==> src/rtl/fpm_pkg.sv <==
package fpm_pkg;

    // Classification of a rounded product before packing.
    typedef enum logic [1:0] {
        RES_NORMAL = 2'd0,
        RES_ZERO   = 2'd1,
        RES_OVF    = 2'd2,
        RES_UNF    = 2'd3
    } fpm_class_e;

endpackage

==> src/rtl/fpm_stage_mul.sv <==
// Stage 1: sign, zero detection, tentative exponent and significand product.
module fpm_stage_mul #(
    parameter int EXP_W  = 4,
    parameter int FRAC_W = 7
) (
    input  logic                           clk,
    input  logic                           rst_n,
    input  logic                           in_valid,
    input  logic [EXP_W+FRAC_W:0]          a_word,
    input  logic [EXP_W+FRAC_W:0]          b_word,
    output logic                           s1_valid,
    output logic                           s1_sign,
    output logic                           s1_zero,
    output logic signed [EXP_W+2:0]        s1_exp,
    output logic [2*(FRAC_W+1)-1:0]        s1_prod
);
    localparam int SIG_W  = FRAC_W + 1;
    localparam int PROD_W = 2 * SIG_W;
    localparam int WORD_W = 1 + EXP_W + FRAC_W;
    localparam int XE_W   = EXP_W + 3;
    localparam logic signed [XE_W-1:0] BIAS = XE_W'(2 ** (EXP_W - 1));

    logic [EXP_W-1:0]  exp_a, exp_b;
    logic [SIG_W-1:0]  sig_a, sig_b;
    logic              sign_n, zero_n;
    logic signed [XE_W-1:0] exp_n;
    logic [PROD_W-1:0] prod_n;

    always_comb begin
        exp_a  = a_word[WORD_W-2 -: EXP_W];
        exp_b  = b_word[WORD_W-2 -: EXP_W];
        sig_a  = {1'b1, a_word[FRAC_W-1:0]};
        sig_b  = {1'b1, b_word[FRAC_W-1:0]};
        sign_n = a_word[WORD_W-1] ^ b_word[WORD_W-1];
        zero_n = (exp_a == '0) || (exp_b == '0);
        exp_n  = $signed({3'b000, exp_a}) + $signed({3'b000, exp_b}) - BIAS;
        prod_n = PROD_W'(sig_a) * PROD_W'(sig_b);
    end

    always_ff @(posedge clk or negedge rst_n) begin
        if (!rst_n) begin
            s1_valid <= 1'b0;
            s1_sign  <= 1'b0;
            s1_zero  <= 1'b0;
            s1_exp   <= '0;
            s1_prod  <= '0;
        end else begin
            s1_valid <= in_valid;
            s1_sign  <= sign_n;
            s1_zero  <= zero_n;
            s1_exp   <= exp_n;
            s1_prod  <= prod_n;
        end
    end
endmodule

==> src/rtl/fpm_stage_norm.sv <==
// Stage 2: one-bit normalization, guard and sticky extraction.
module fpm_stage_norm #(
    parameter int EXP_W  = 4,
    parameter int FRAC_W = 7
) (
    input  logic                       clk,
    input  logic                       rst_n,
    input  logic                       s1_valid,
    input  logic                       s1_sign,
    input  logic                       s1_zero,
    input  logic signed [EXP_W+2:0]    s1_exp,
    input  logic [2*(FRAC_W+1)-1:0]    s1_prod,
    output logic                       s2_valid,
    output logic                       s2_sign,
    output logic                       s2_zero,
    output logic signed [EXP_W+2:0]    s2_exp,
    output logic [FRAC_W-1:0]          s2_frac,
    output logic                       s2_guard,
    output logic                       s2_sticky
);
    localparam int SIG_W  = FRAC_W + 1;
    localparam int PROD_W = 2 * SIG_W;
    localparam int XE_W   = EXP_W + 3;
    localparam int LOW_W  = PROD_W - SIG_W;  // bits below the kept significand when shifted

    logic                    wide;
    logic [FRAC_W-1:0]       frac_n;
    logic                    guard_n, sticky_n;
    logic signed [XE_W-1:0]  exp_n;

    always_comb begin
        wide = s1_prod[PROD_W-1];
        if (wide) begin
            frac_n   = s1_prod[PROD_W-2 -: FRAC_W];
            guard_n  = s1_prod[LOW_W-1];
            sticky_n = |s1_prod[LOW_W-2:0];
        end else begin
            frac_n   = s1_prod[PROD_W-3 -: FRAC_W];
            guard_n  = s1_prod[LOW_W-2];
            sticky_n = |s1_prod[LOW_W-3:0];
        end
        exp_n = s1_exp + $signed({{(XE_W-1){1'b0}}, wide});
    end

    always_ff @(posedge clk or negedge rst_n) begin
        if (!rst_n) begin
            s2_valid  <= 1'b0;
            s2_sign   <= 1'b0;
            s2_zero   <= 1'b0;
            s2_exp    <= '0;
            s2_frac   <= '0;
            s2_guard  <= 1'b0;
            s2_sticky <= 1'b0;
        end else begin
            s2_valid  <= s1_valid;
            s2_sign   <= s1_sign;
            s2_zero   <= s1_zero;
            s2_exp    <= exp_n;
            s2_frac   <= frac_n;
            s2_guard  <= guard_n;
            s2_sticky <= sticky_n;
        end
    end
endmodule

==> src/rtl/fpm_stage_pack.sv <==
// Stage 3: round to nearest-even, exponent adjust, classify and pack.
module fpm_stage_pack
    import fpm_pkg::*;
#(
    parameter int EXP_W  = 4,
    parameter int FRAC_W = 7
) (
    input  logic                        clk,
    input  logic                        rst_n,
    input  logic                        s2_valid,
    input  logic                        s2_sign,
    input  logic                        s2_zero,
    input  logic signed [EXP_W+2:0]     s2_exp,
    input  logic [FRAC_W-1:0]           s2_frac,
    input  logic                        s2_guard,
    input  logic                        s2_sticky,
    output logic                        out_valid,
    output logic [EXP_W+FRAC_W:0]       prod_word,
    output logic                        zero_flag,
    output logic                        ovf_flag,
    output logic                        unf_flag
);
    localparam int WORD_W = 1 + EXP_W + FRAC_W;
    localparam int XE_W   = EXP_W + 3;
    localparam logic signed [XE_W-1:0] EXP_TOP = XE_W'(2 ** EXP_W - 1);
    localparam logic signed [XE_W-1:0] EXP_LOW = XE_W'(1);

    logic                   round_up;
    logic [FRAC_W:0]        frac_sum;
    logic signed [XE_W-1:0] exp_fin;
    fpm_class_e             res_class;
    logic [WORD_W-1:0]      word_n;
    logic                   zf_n, of_n, uf_n;

    always_comb begin
        round_up = s2_guard & (s2_sticky | s2_frac[0]);
        frac_sum = {1'b0, s2_frac} + {{FRAC_W{1'b0}}, round_up};
        exp_fin  = s2_exp + $signed({{(XE_W-1){1'b0}}, frac_sum[FRAC_W]});

        if (s2_zero)                res_class = RES_ZERO;
        else if (exp_fin > EXP_TOP) res_class = RES_OVF;
        else if (exp_fin < EXP_LOW) res_class = RES_UNF;
        else                        res_class = RES_NORMAL;
    end

    always_comb begin
        zf_n = 1'b0;
        of_n = 1'b0;
        uf_n = 1'b0;
        unique case (res_class)
            RES_NORMAL: word_n = {s2_sign, exp_fin[EXP_W-1:0], frac_sum[FRAC_W-1:0]};
            RES_ZERO: begin
                word_n = {s2_sign, {(WORD_W-1){1'b0}}};
                zf_n   = 1'b1;
            end
            RES_OVF: begin
                word_n = {s2_sign, {(WORD_W-1){1'b1}}};
                of_n   = 1'b1;
            end
            RES_UNF: begin
                word_n = {s2_sign, {(WORD_W-1){1'b0}}};
                uf_n   = 1'b1;
            end
            default: word_n = '0;
        endcase
    end

    always_ff @(posedge clk or negedge rst_n) begin
        if (!rst_n) begin
            out_valid <= 1'b0;
            prod_word <= '0;
            zero_flag <= 1'b0;
            ovf_flag  <= 1'b0;
            unf_flag  <= 1'b0;
        end else begin
            out_valid <= s2_valid;
            prod_word <= word_n;
            zero_flag <= zf_n & s2_valid;
            ovf_flag  <= of_n & s2_valid;
            unf_flag  <= uf_n & s2_valid;
        end
    end
endmodule

==> src/rtl/fpm_mul12.sv <==
// Three-stage small-format floating-point multiplier.
module fpm_mul12 #(
    parameter int EXP_W  = 4,
    parameter int FRAC_W = 7
) (
    input  logic                    clk,
    input  logic                    rst_n,
    input  logic                    in_valid,
    input  logic [EXP_W+FRAC_W:0]   a_word,
    input  logic [EXP_W+FRAC_W:0]   b_word,
    output logic                    out_valid,
    output logic [EXP_W+FRAC_W:0]   prod_word,
    output logic                    zero_flag,
    output logic                    ovf_flag,
    output logic                    unf_flag
);
    localparam int SIG_W  = FRAC_W + 1;
    localparam int PROD_W = 2 * SIG_W;
    localparam int XE_W   = EXP_W + 3;

    logic                   s1_valid, s1_sign, s1_zero;
    logic signed [XE_W-1:0] s1_exp;
    logic [PROD_W-1:0]      s1_prod;

    logic                   s2_valid, s2_sign, s2_zero, s2_guard, s2_sticky;
    logic signed [XE_W-1:0] s2_exp;
    logic [FRAC_W-1:0]      s2_frac;

    fpm_stage_mul #(.EXP_W(EXP_W), .FRAC_W(FRAC_W)) u_mul (
        .clk      (clk),
        .rst_n    (rst_n),
        .in_valid (in_valid),
        .a_word   (a_word),
        .b_word   (b_word),
        .s1_valid (s1_valid),
        .s1_sign  (s1_sign),
        .s1_zero  (s1_zero),
        .s1_exp   (s1_exp),
        .s1_prod  (s1_prod)
    );

    fpm_stage_norm #(.EXP_W(EXP_W), .FRAC_W(FRAC_W)) u_norm (
        .clk       (clk),
        .rst_n     (rst_n),
        .s1_valid  (s1_valid),
        .s1_sign   (s1_sign),
        .s1_zero   (s1_zero),
        .s1_exp    (s1_exp),
        .s1_prod   (s1_prod),
        .s2_valid  (s2_valid),
        .s2_sign   (s2_sign),
        .s2_zero   (s2_zero),
        .s2_exp    (s2_exp),
        .s2_frac   (s2_frac),
        .s2_guard  (s2_guard),
        .s2_sticky (s2_sticky)
    );

    fpm_stage_pack #(.EXP_W(EXP_W), .FRAC_W(FRAC_W)) u_pack (
        .clk       (clk),
        .rst_n     (rst_n),
        .s2_valid  (s2_valid),
        .s2_sign   (s2_sign),
        .s2_zero   (s2_zero),
        .s2_exp    (s2_exp),
        .s2_frac   (s2_frac),
        .s2_guard  (s2_guard),
        .s2_sticky (s2_sticky),
        .out_valid (out_valid),
        .prod_word (prod_word),
        .zero_flag (zero_flag),
        .ovf_flag  (ovf_flag),
        .unf_flag  (unf_flag)
    );
endmodule

==> config.mk <==
export PLATFORM = sky130hd
export DESIGN_NAME = fpm_mul12
export DESIGN_NICKNAME = d
export VERILOG_FILES = /design/src/rtl/fpm_pkg.sv /design/src/rtl/fpm_stage_mul.sv /design/src/rtl/fpm_stage_norm.sv /design/src/rtl/fpm_stage_pack.sv /design/src/rtl/fpm_mul12.sv
export SDC_FILE = /design/constraint.sdc
export NUM_CORES = 1
export LEC_CHECK = 0
export BUFFER_PORTS_ARGS = -buffer_cell sky130_fd_sc_hd__buf_2
export CAP_MARGIN = 10
export CORE_MARGIN = 1.5
export CORE_UTILIZATION = 55
export DETAILED_ROUTE_END_ITERATION = 8
export HOLD_SLACK_MARGIN = 0.03
export PLACE_DENSITY = 0.75
export SLEW_MARGIN = 20
export SYNTH_ARGS = -nofsm -noshare
export SYNTH_HDL_FRONTEND = slang
export SYNTH_SLANG_ARGS = --single-unit
==> constraint.sdc <==
create_clock -name clk -period 3.3 [get_ports clk]
set_clock_uncertainty 0.15 [all_clocks]
set_input_delay 0.66 -clock clk [delete_from_list [all_inputs] [get_ports clk]]
set_output_delay 0.66 -clock clk [all_outputs]
set_load 0.05 [all_outputs]
==> results.md, run 1 <==
* Status: complete, but fails checks
* Failing checks: negative setup slack
* Flop pwr share at 0.262
* Power density over the cells at 776 mW/mm2
* H-tree Lvls at 3
* Post-synth cell types at 42
* Core Area at 0.00769 mm2
* Most frequent cells after synthesis: inv_1, dfrtp_1, ha_1
* CTS tree: built
* Upper clock frequency limit at 242 MHz
* Area share of the largest cell type after synthesis at 0.347
* Row count at 32
* Pins Over Slew Limit at 0
* Post-synthesis xor/xnor area fraction at 0.0547
* Hold Vio Cnt, Final at 0
* Register area share after synthesis at 0.347
* Max-cap violation count at 0
* Cell accounting for the most synthesized area: dfrtp_1
* Hold slack final at 206 ps
* Startpoint types: primary input
* Net Switching at about 1.8 mW
* Final wirelength at about 8.5 mm
* Wire length per cell at roughly 13 um
* Pleak at 2.85 nW
* Clock power share at 0.138
* Mean post-synth cell area at about 10 um2
* Simple-Gate Fraction of Synth Area at 0.133
* Critical path class: in2reg
* FFs w/ async S/R, synth at 1.00
* Critical path arrival at 4200 ps
* Compound-Gate Fraction of Synth Area at 0.0715
* Crit path capture type: flop
* Vias in the first global route at around 3200
* Starting Density at 0.562
* Synthesized flop and latch total at 60
* Layout cells sized above 1 at 0.353
* Die Wd at about 92 um
* Diodes inserted at 0
* Largest family of logic cells by synthesized area: adder cells
* CTS max path bufs at 2
* Vias at between 3000 and 4000
* Seq. cell area at ~0.0015 mm2
* Final period util at 1.25
* Routability cong. at around 0.86
* Final #Nets at ~630
* Port buffer count at 42
* CTS Buf Count at 9
* Part of the power in combinational logic at 0.601
* Initial antenna violation count at 0
* Synthesized area at ~0.0043 mm2
* Final setup viols at 10
* Most frequent cell after synthesis: inv_1
* EDFF count, synth at 0
* Adder-cell share of the synthesized area at 0.304
* DR vias/cell at a little over 5
* PnR worst setup slack at -829 ps
* DR pass1 iterations at 4
* I/O pin count at 43
* Skew-Pair Late Insertion Delay at between 300 and 400 ps
* Die area at 0.00840 mm2
* CTS Sinks at 60
* Total GRT Usage at 0.205
* Gate count of the mapped netlist at 412
* Worst slew margin at 0.399
* Area grow syn2layout at 30.8%
* Clk slew on worst S/H paths at 70 ps
* Layout Utilization at 0.736
* Fillers at approximately 510
* Routed Antenna Nets at 0
* Largest net degree at the start of global routing at 45
* Minimum clock period at around 4100 ps
* Mux share of post-synthesis cell area at 0.0208
* Multi-input logic area at roughly 0.0028 mm2
* Post-Syn Nets at between 500 and 600
* VDD IR max at between 300 and 400 uV
* First-pass GRT wire length at approximately 14 mm
* Die span in y at ~92 um
* Warnings, synthesis at 0
* Int Power at 2.54 mW
* Sw frac at 0.421
* Total grt overflow at 0
* HP Class: reg2reg
* Leading post-synthesis cells by cell area: dfrtp_1, fa_1, ha_1
* Worst slew pin tran at 901 ps
* Dpl hpwl at around 6.2 mm
* WP data required at about 3400 ps
* Drt drc at 0
* Hold buffers post-CTS at 0
* DR iter-0 viols at 64
* CP max FO at 4
* Root buffer cell: clkbuf_8
* Ys flop type: dfrtp_1
* RSZ-0062 raised after global routing: yes
flip-flops by register name (all words and copies together), names as in the netlist, 6 cells and up:
| register | cells |
|---|---|
| u_mul.s1_exp | 6 |
| u_pack.prod_word | 12 |
| u_norm.s2_exp | 7 |
| u_mul.s1_prod | 16 |
| u_norm.s2_frac | 7 |
path summary, 6_finish.rpt:
check	from	endpoint	slack, ps	cells after the start
max in group asynchronous	rst_n	u_norm.s2_exp[0]	2040	2
hold reg to reg	u_mul.s1_valid	u_norm.s2_valid	210	0
setup / recovery	a_word[5]	u_mul.s1_prod[15]	-830	17
min in group asynchronous	rst_n	u_norm.s2_exp[4]	290	1
setup reg to reg	u_norm.s2_frac[0]	u_pack.ovf_flag	440	12
hold / removal	u_mul.s1_valid	u_norm.s2_valid	210	0
power groups by stage:
| stage | Combinational [mW] | Sequential [mW] | Clock [mW] |
|---|---|---|---|
| global placement | 2.25 | 1.14 | 0 |
| floorplan | 1.41 | 1.34 | 0 |
| CTS | 2.42 | 1.15 | 0.609 |
| detailed placement | 2.29 | 1.16 | 0 |
| finish | 2.64 | 1.15 | 0.604 |
| global route | 2.89 | 1.18 | 0.650 |
final cells by class:
cell class,instances,area share
clock buffers,9,0.0219
clock inverters,7,0.0106
inverters,77,0.0515
multi-input cells,273,0.498
flip-flops and latches,60,0.265
well taps,102,0.0226
repair buffers,103,0.130
cells by family after synthesis:
| group | after synthesis |
|---|---|
| AO/OA/AOI/OAI | 43 |
| XOR/XNOR | 27 |
| adder cells (fa/ha/maj) | 83 |
| buffers and inverters | 79 |
| flip-flops | 60 |
| multiplexers | 8 |
| AND/OR/NAND/NOR | 112 |
layer usage:
layer	part of all wire	global-route usage	vias up	wire [um]
met4	0.019	0.0625	0	157
met1	0.42	0.264	1571	3530
met5	0	0	-	0
li1	-	-	1536	-
met2	0.53	0.359	76	4460
met3	0.039	0.0274	14	330
per-stage QoR:
stage                     setup WS, ps  power (mW)  instance area [um2]  cells  setup TNS [ps]
after global placement           -1300        3.39                 5180    610          -10900
after detailed placement         -1340        3.44                 5180    610          -11230
final                             -829        4.39                 5660    631           -6400
after floorplan                  -1120        2.75                 4430    412           -7540
after CTS                         -844        4.17                 5460    627           -6560
after global routing              -972        4.72                 5660    631           -7520
layout by cell type, fill, tap and decap left out, types with 5 or more instances in the layout:
| cell | netlist | routed |
|---|---|---|
| mux2_2 | 8 | 8 |
| inv_1 | 77 | 65 |
| buf_2 | 1 | 35 |
| fa_1 | 37 | 32 |
| a21oi_1 | 15 | 12 |
| xor2_1 | 14 | 14 |
| and2_1 | 34 | 25 |
| buf_4 | 0 | 56 |
| ha_1 | 46 | 37 |
| buf_6 | 0 | 11 |
| fa_2 | 0 | 5 |
| inv_2 | 0 | 11 |
| dfrtp_1 | 60 | 60 |
| xnor2_1 | 13 | 10 |
| and2_4 | 0 | 9 |
| nor3_1 | 6 | 6 |
| nand3_1 | 11 | 11 |
| nand2_1 | 18 | 17 |
| clkbuf_8 | 0 | 9 |
| nor2_1 | 30 | 25 |
| ha_4 | 0 | 9 |
repair_timing:
item / in CTS / in global routing
setup buffers: 1 / 4
pin swaps: 24 / 22
resized for setup: 21 / 37
setup endpoints to repair: 10 / 11
cloned: 0 / 0
critical path: stages:
cell and delay (ps):
buf_8 100, and2_4 150, fa_1 560, inv_2 40
fa_1 490, inv_1 50, fa_1 470, inv_1 50
fa_1 490, inv_2 50, ha_4 290, nand3_4 70
o21bai_4 190, a31oi_4 190, buf_6 140, o221a_4 190
xnor2_2 50
Note: power is estimated with default switching activity, not from simulation.
==> inputs of run 2 (changes only) <==
--- a/config.mk
+++ b/config.mk
@@ -7,7 +7,7 @@
 export LEC_CHECK = 0
 export BUFFER_PORTS_ARGS = -buffer_cell sky130_fd_sc_hd__buf_2
 export CAP_MARGIN = 10
-export CORE_MARGIN = 1.5
+export CORE_MARGIN = 2
 export CORE_UTILIZATION = 55
 export DETAILED_ROUTE_END_ITERATION = 8
 export HOLD_SLACK_MARGIN = 0.03
@@ -16,3 +16,4 @@
 export SYNTH_ARGS = -nofsm -noshare
 export SYNTH_HDL_FRONTEND = slang
 export SYNTH_SLANG_ARGS = --single-unit
+export TNS_END_PERCENT = 1
==> run 2 against run 1 <==
  * Largest power group unchanged
  * Sequential share of layout area rose by 0.95 points
  * Highest routed layer unchanged
  * First-iteration DRC count rose by 84%
  * Design area fell by 3.4%
  * The run still ends with negative setup slack left
==> results.md, run 2 (synthesized netlist as in run 1, its figures left out) <==
* Startpoint types: primary input
* Failing checks: negative setup slack
* Inst Count DP at 604 (-0.98%)
* First-pass GRT wire length at 13.6 mm (+0.21%)
* Port buffer count at 42 (unchanged)
* Sw frac at 0.407 (-0.0144)
* Status: complete, but fails checks
* Layout cells sized above 1 at 0.300 (-0.0535)
* Total GRT Usage at 0.200 (-0.00497)
* Vias at 3096 (-3.2%)
* Largest net degree at the start of global routing at 61 (+36%)
* Final wirelength at 8.18 mm (-3.5%)
* Hold buffers post-CTS at 0 (unchanged)
* Max reg flops at 16 (unchanged)
* Root buffer cell: clkbuf_8
* Final setup viols at 11 (+1)
* DR vias/cell at 4.98 (-1.8%)
* Drt drc at 0 (unchanged)
* DR iter-0 viols at 118 (+84%)
* Final Non-Filler Cells at 622 (-1.4%)
* Starting Density at 0.562 (unchanged)
* Die span in y at 92.7 um (+1.1%)
* Flop pwr share at 0.266 (+0.004)
* Slowest CP cell: fa_1
* Initial antenna violation count at 0 (unchanged)
* Clk slew on worst S/H paths at 70 ps (about the same)
* Max-cap violation count at 0 (unchanged)
* Row count at 32 (unchanged)
* Pleak at 2.79 nW (-1.9%)
* Worst slew margin at 0.539 (+0.140)
* Minimum clock period at 4230 ps (+101 ps)
* Area grow syn2layout at 26.3%
* CP max FO at 6 (+2)
* Die Wd at 92.7 um (+1.1%)
* Layout Utilization at 0.711 (-0.0254)
* Critical path's top delay family: adder cells
* Most frequent cells in the layout: inv_1, dfrtp_1, buf_4
* Die area at 0.00859 mm2 (+2.2%)
* Worst slew pin tran at 691 ps (-210 ps)
* Final #Nets at 625 (-1.4%)
* Worst-path cell chain: buf_6, and2_4, fa_1, fa_1, fa_1, inv_1, fa_1, inv_1, ha_4, nand3_4, o21bai_4, a31oi_4, o41a_1, xor2_1
* Skew-Pair Late Insertion Delay at 330 ps (about the same)
* DR pass1 iterations at 4 (unchanged)
* Critical path arrival at 4300 ps (+100 ps)
* Power density over the cells at 779 mW/mm2 (+0.45%)
* WP data required at 3370 ps (about the same)
* I/O pin count at 43 (unchanged)
* Vias in the first global route at 3238 (+1.9%)
* Total grt overflow at 0 (unchanged)
* Int Power at 2.52 mW (-0.60%)
* Top Registers: u_mul.s1_prod x16, u_pack.prod_word x12
* Pins Over Slew Limit at 0 (unchanged)
* CTS tree: built
* Top cell by count, worst path: fa_1
* Core Area at 0.00769 mm2 (unchanged)
* Dpl hpwl at 6.42 mm (+3.5%)
* CTS Sinks at 60 (unchanged)
* H-tree Lvls at 3 (unchanged)
* Diodes inserted at 0 (unchanged)
* Clock power share at 0.146 (+0.008)
* HP Class: reg2reg
* VDD IR max at 375 uV (-6.1%)
* Setup TNS at -7120 ps (-720 ps)
* Final period util at 1.28 (+0.0305)
* Routability cong. at 0.909 (+5.2%)
* CP Buf/Inv Count at 3 (-3)
* Upper clock frequency limit at 236 MHz (-2.4%)
* Tot Pwr at 4.26 mW (-3.0%)
* RSZ-0062 raised after global routing: yes
* Commonest non-fill, non-tap cell in the layout: inv_1
* Critical path class: in2reg
* Slowest stage delay, CP at 530 ps (-30 ps)
* CTS Buf Count at 9 (unchanged)
* Setup WS pre-CTS at -1380 ps (-46.9 ps)
* Part of the power in combinational logic at 0.588 (-0.013)
* Crit path capture type: flop
* Design area at 0.00546 mm2 (-3.4%)
* Wire length per cell at 13.2 um (-2.1%)
* Net Switching at 1.73 mW (-6.3%)
* PnR worst setup slack at -929 ps (-101 ps)
* CTS max path bufs at 2 (unchanged)
* Hold Vio Cnt, Final at 0 (unchanged)
* Hold slack final at 208 ps (+2.10 ps)
* Placed Area at 0.00506 mm2 (-2.3%)
* Routed Antenna Nets at 0 (unchanged)
* Reg with most FFs: u_mul.s1_prod
==> run 2: worst register-to-register path, cell delays in order, from the launching register on <==
cell     delay (ps)
dfrtp_1         380
o21a_1          170
ha_1            210
nand2_1          70
nor2_1           60
and3_1          180
ha_1            220
ha_1            240
and3_1          230
nor3_1          290
a31oi_2         160
o21a_1          240
nor3_1          130
==> run 2: worst paths after layout <==
path / cells past startpoint / slack [ps] / startpoint / endpoint
setup / recovery: 14 / -930 / b_word[2] / u_mul.s1_prod[13]
hold / removal: 0 / 210 / u_mul.s1_zero / u_norm.s2_zero
setup reg to reg: 12 / 500 / u_norm.s2_frac[0] / u_pack.unf_flag
hold reg to reg: 0 / 210 / u_mul.s1_zero / u_norm.s2_zero
max in group asynchronous: 2 / 2230 / rst_n / u_norm.s2_frac[1]
min in group asynchronous: 2 / 310 / rst_n / u_norm.s2_exp[6]
==> run 2: power groups by stage <==
| stage | clock (mW) | sequential (mW) | combinational [mW] |
|---|---|---|---|
| after floorplan | 0 | 1.34 | 1.31 |
| after global placement | 0 | 1.14 | 2.19 |
| after detailed placement | 0 | 1.15 | 2.24 |
| after CTS | 0.631 | 1.14 | 2.34 |
| after global routing | 0.664 | 1.17 | 2.75 |
| final | 0.620 | 1.13 | 2.50 |
==> run 2: layer usage <==
layer  global-route usage  vias to the layer above  wire [um]
met4               0.0735                        0        170
met1                0.246                     1504       3530
met3               0.0277                       17        215
li1                     -                     1523          -
met2                0.358                       52       4260
met5                    0                        -          0
==> run 2: cell type report <==
class | count | area (um2)
multi-input cells | 273 | 2700
fillers | 539 | 2220
flip-flops and latches | 60 | 1500
repair buffers | 94 | 653
inverters | 77 | 292
clock buffers | 10 | 128
well taps | 102 | 128
clock inverters | 6 | 63.8
==> run 2: what timing repair did <==
action | in CTS | in global routing
gates cloned | 0 | 0
setup buffers | 0 | 3
endpoints found under the setup margin | 11 | 11
pin swaps | 18 | 14
gates resized for setup | 30 | 21
==> inputs of run 3 (changes only) <==
--- a/config.mk
+++ b/config.mk
@@ -10,10 +10,11 @@
 export CORE_MARGIN = 2
 export CORE_UTILIZATION = 55
 export DETAILED_ROUTE_END_ITERATION = 8
+export GPL_TIMING_DRIVEN = 0
 export HOLD_SLACK_MARGIN = 0.03
 export PLACE_DENSITY = 0.75
 export SLEW_MARGIN = 20
 export SYNTH_ARGS = -nofsm -noshare
 export SYNTH_HDL_FRONTEND = slang
 export SYNTH_SLANG_ARGS = --single-unit
-export TNS_END_PERCENT = 1
+export TNS_END_PERCENT = 10
==> run 3 against run 2 <==
  * The flow still finishes with violations (negative setup slack)
  * Combinational power fell by 14%
  * Critical path depth increased by 3
  * Clock-buffer cell count is 1 higher
  * Non-clock buffer count shrank 45
  * Worst hold slack lost 7.5 ps
  * Largest cell class unchanged
  * Largest power group unchanged
  * Highest routed layer unchanged
==> results.md, run 3 (synthesized netlist as in run 1, its figures left out) <==
* DR pass1 iterations at 4 (unchanged)
* RSZ-0062 raised after global routing: yes
* Minimum clock period at 4280 ps (+52.2 ps)
* Final wirelength at 7.60 mm (-7.1%)
* Worst slew margin at 0.537 (-0.00220)
* Setup WS pre-CTS at -1580 ps (-196 ps)
* I/O pin count at 43 (unchanged)
* WP data required at 3410 ps (+40 ps)
* Largest net degree at the start of global routing at 61 (unchanged)
* Most frequent cells in the layout: inv_1, dfrtp_1, ha_1
* Upper clock frequency limit at 234 MHz (-1.2%)
* Crit path capture type: flop
* Core Area at 0.00769 mm2 (unchanged)
* Diodes inserted at 0 (unchanged)
* Total GRT Usage at 0.195 (-0.00443)
* Initial antenna violation count at 0 (unchanged)
* Worst slew pin tran at 695 ps (+3.30 ps)
* Die span in y at 92.7 um (unchanged)
* Pins Over Slew Limit at 0 (unchanged)
* Startpoint types: primary input
* Final #Nets at 580 (-7.2%)
* Critical path class: in2reg
* Die Wd at 92.7 um (unchanged)
* Layout cells sized above 1 at 0.209 (-0.0911)
* Max reg flops at 16 (unchanged)
* CTS Buf Count at 9 (unchanged)
* Root buffer cell: clkbuf_8
* Clk slew on worst S/H paths at 60 ps (about the same)
* Routed Antenna Nets at 0 (unchanged)
* Drt drc at 0 (unchanged)
* Vias in the first global route at 3043 (-6.0%)
* Power density over the cells at 777 mW/mm2 (-0.30%)
* Final setup viols at 10 (-1)
* Reg with most FFs: u_mul.s1_prod
* Tot Pwr at 3.93 mW (-7.6%)
* Dpl hpwl at 5.71 mm (-11%)
* H-tree Lvls at 3 (unchanged)
* First-pass GRT wire length at 13.2 mm (-3.1%)
* CTS max path bufs at 2 (unchanged)
* Failing checks: negative setup slack
* Area grow syn2layout at 17.0%
* DR iter-0 viols at 85 (-28%)
* Pleak at 2.55 nW (-8.7%)
* CTS Sinks at 60 (unchanged)
* Routability cong. at 0.840 (-7.6%)
* Port buffer count at 42 (unchanged)
* Commonest non-fill, non-tap cell in the layout: inv_1
* Status: complete, but fails checks
* Top Registers: u_mul.s1_prod x16, u_pack.prod_word x12
* Starting Density at 0.562 (unchanged)
* Row count at 32 (unchanged)
* Hold Vio Cnt, Final at 0 (unchanged)
* DR vias/cell at 5.06 (+1.6%)
* PnR worst setup slack at -981 ps (-52.2 ps)
* Critical path arrival at 4400 ps (+100 ps)
* Skew-Pair Late Insertion Delay at 330 ps (about the same)
* Wire length per cell at 13.2 um (+0.28%)
* Final period util at 1.30 (+0.0158)
* VDD IR max at 501 uV (+33%)
* Max-cap violation count at 0 (unchanged)
* Vias at 2912 (-5.9%)
* CP max FO at 6 (unchanged)
* HP Class: reg2reg
* Die area at 0.00859 mm2 (unchanged)
* Total grt overflow at 0 (unchanged)
* CTS tree: built
## run 3: final timing paths
path,startpoint,endpoint,slack (ps),cells after the start
hold / removal,u_mul.s1_valid,u_norm.s2_valid,200,0
setup reg to reg,u_norm.s2_frac[0],u_pack.unf_flag,460,12
hold reg to reg,u_mul.s1_valid,u_norm.s2_valid,200,0
min in group asynchronous,rst_n,u_pack.zero_flag,220,1
setup / recovery,a_word[1],u_mul.s1_prod[12],-980,17
max in group asynchronous,rst_n,u_mul.s1_prod[15],2310,1
## run 3: what timing repair did
| item | 4_1_cts | 5_1_grt |
|---|---|---|
| setup buffers | 5 | 0 |
| endpoints found under the hold margin | 0 | 0 |
| resized for setup | 31 | 2 |
| endpoints found under the setup margin | 10 | 11 |
| pin swaps | 10 | 2 |
| hold buffers | 0 | 0 |
## run 3: worst max-delay path, cell delays in order
cell,delay [ps]
buf_4,140
inv_4,70
nor2_1,50
fa_1,490
inv_1,50
fa_1,520
inv_1,50
fa_1,530
inv_1,50
fa_1,490
inv_2,50
ha_4,280
nand3_4,80
o31ai_4,180
a21oi_2,80
or4b_1,500
nand3_1,100
## run 3: report_power, final
part	switching [mW]	internal, mW
Clock	0.264	0.384
Combinational	1.24	0.923
Sequential	0.128	0.996
## run 3: stage by stage
step	setup TNS [ps]	area, um2	util	hold WS (ps)	std cells
detailed placement	-12800	4700	0.611	188	556
global placement	-12270	4690	0.611	183	556
global route	-8320	5060	0.658	219	576
floorplan	-8550	4360	-	181	412
finish	-7140	5060	0.658	201	576
CTS	-7100	5040	0.656	203	576
## run 3: layout make-up
class	count	area (um2)
plain buffers	2	8.76
clock buffers	11	151
clock inverters	4	48.8
fillers	615	2630
inverters	77	292
multi-input cells	273	2650
flip-flops and latches	60	1500
well taps	102	128
repair buffers	47	282
## run 3: per-layer routing
layer  vias to the layer above  track usage  share of wire
met5                         -            0              0
met2                        48        0.337           0.53
met4                         0       0.0748          0.016
met3                        11       0.0317          0.025
met1                      1426        0.247           0.43
li1                       1427            -              -
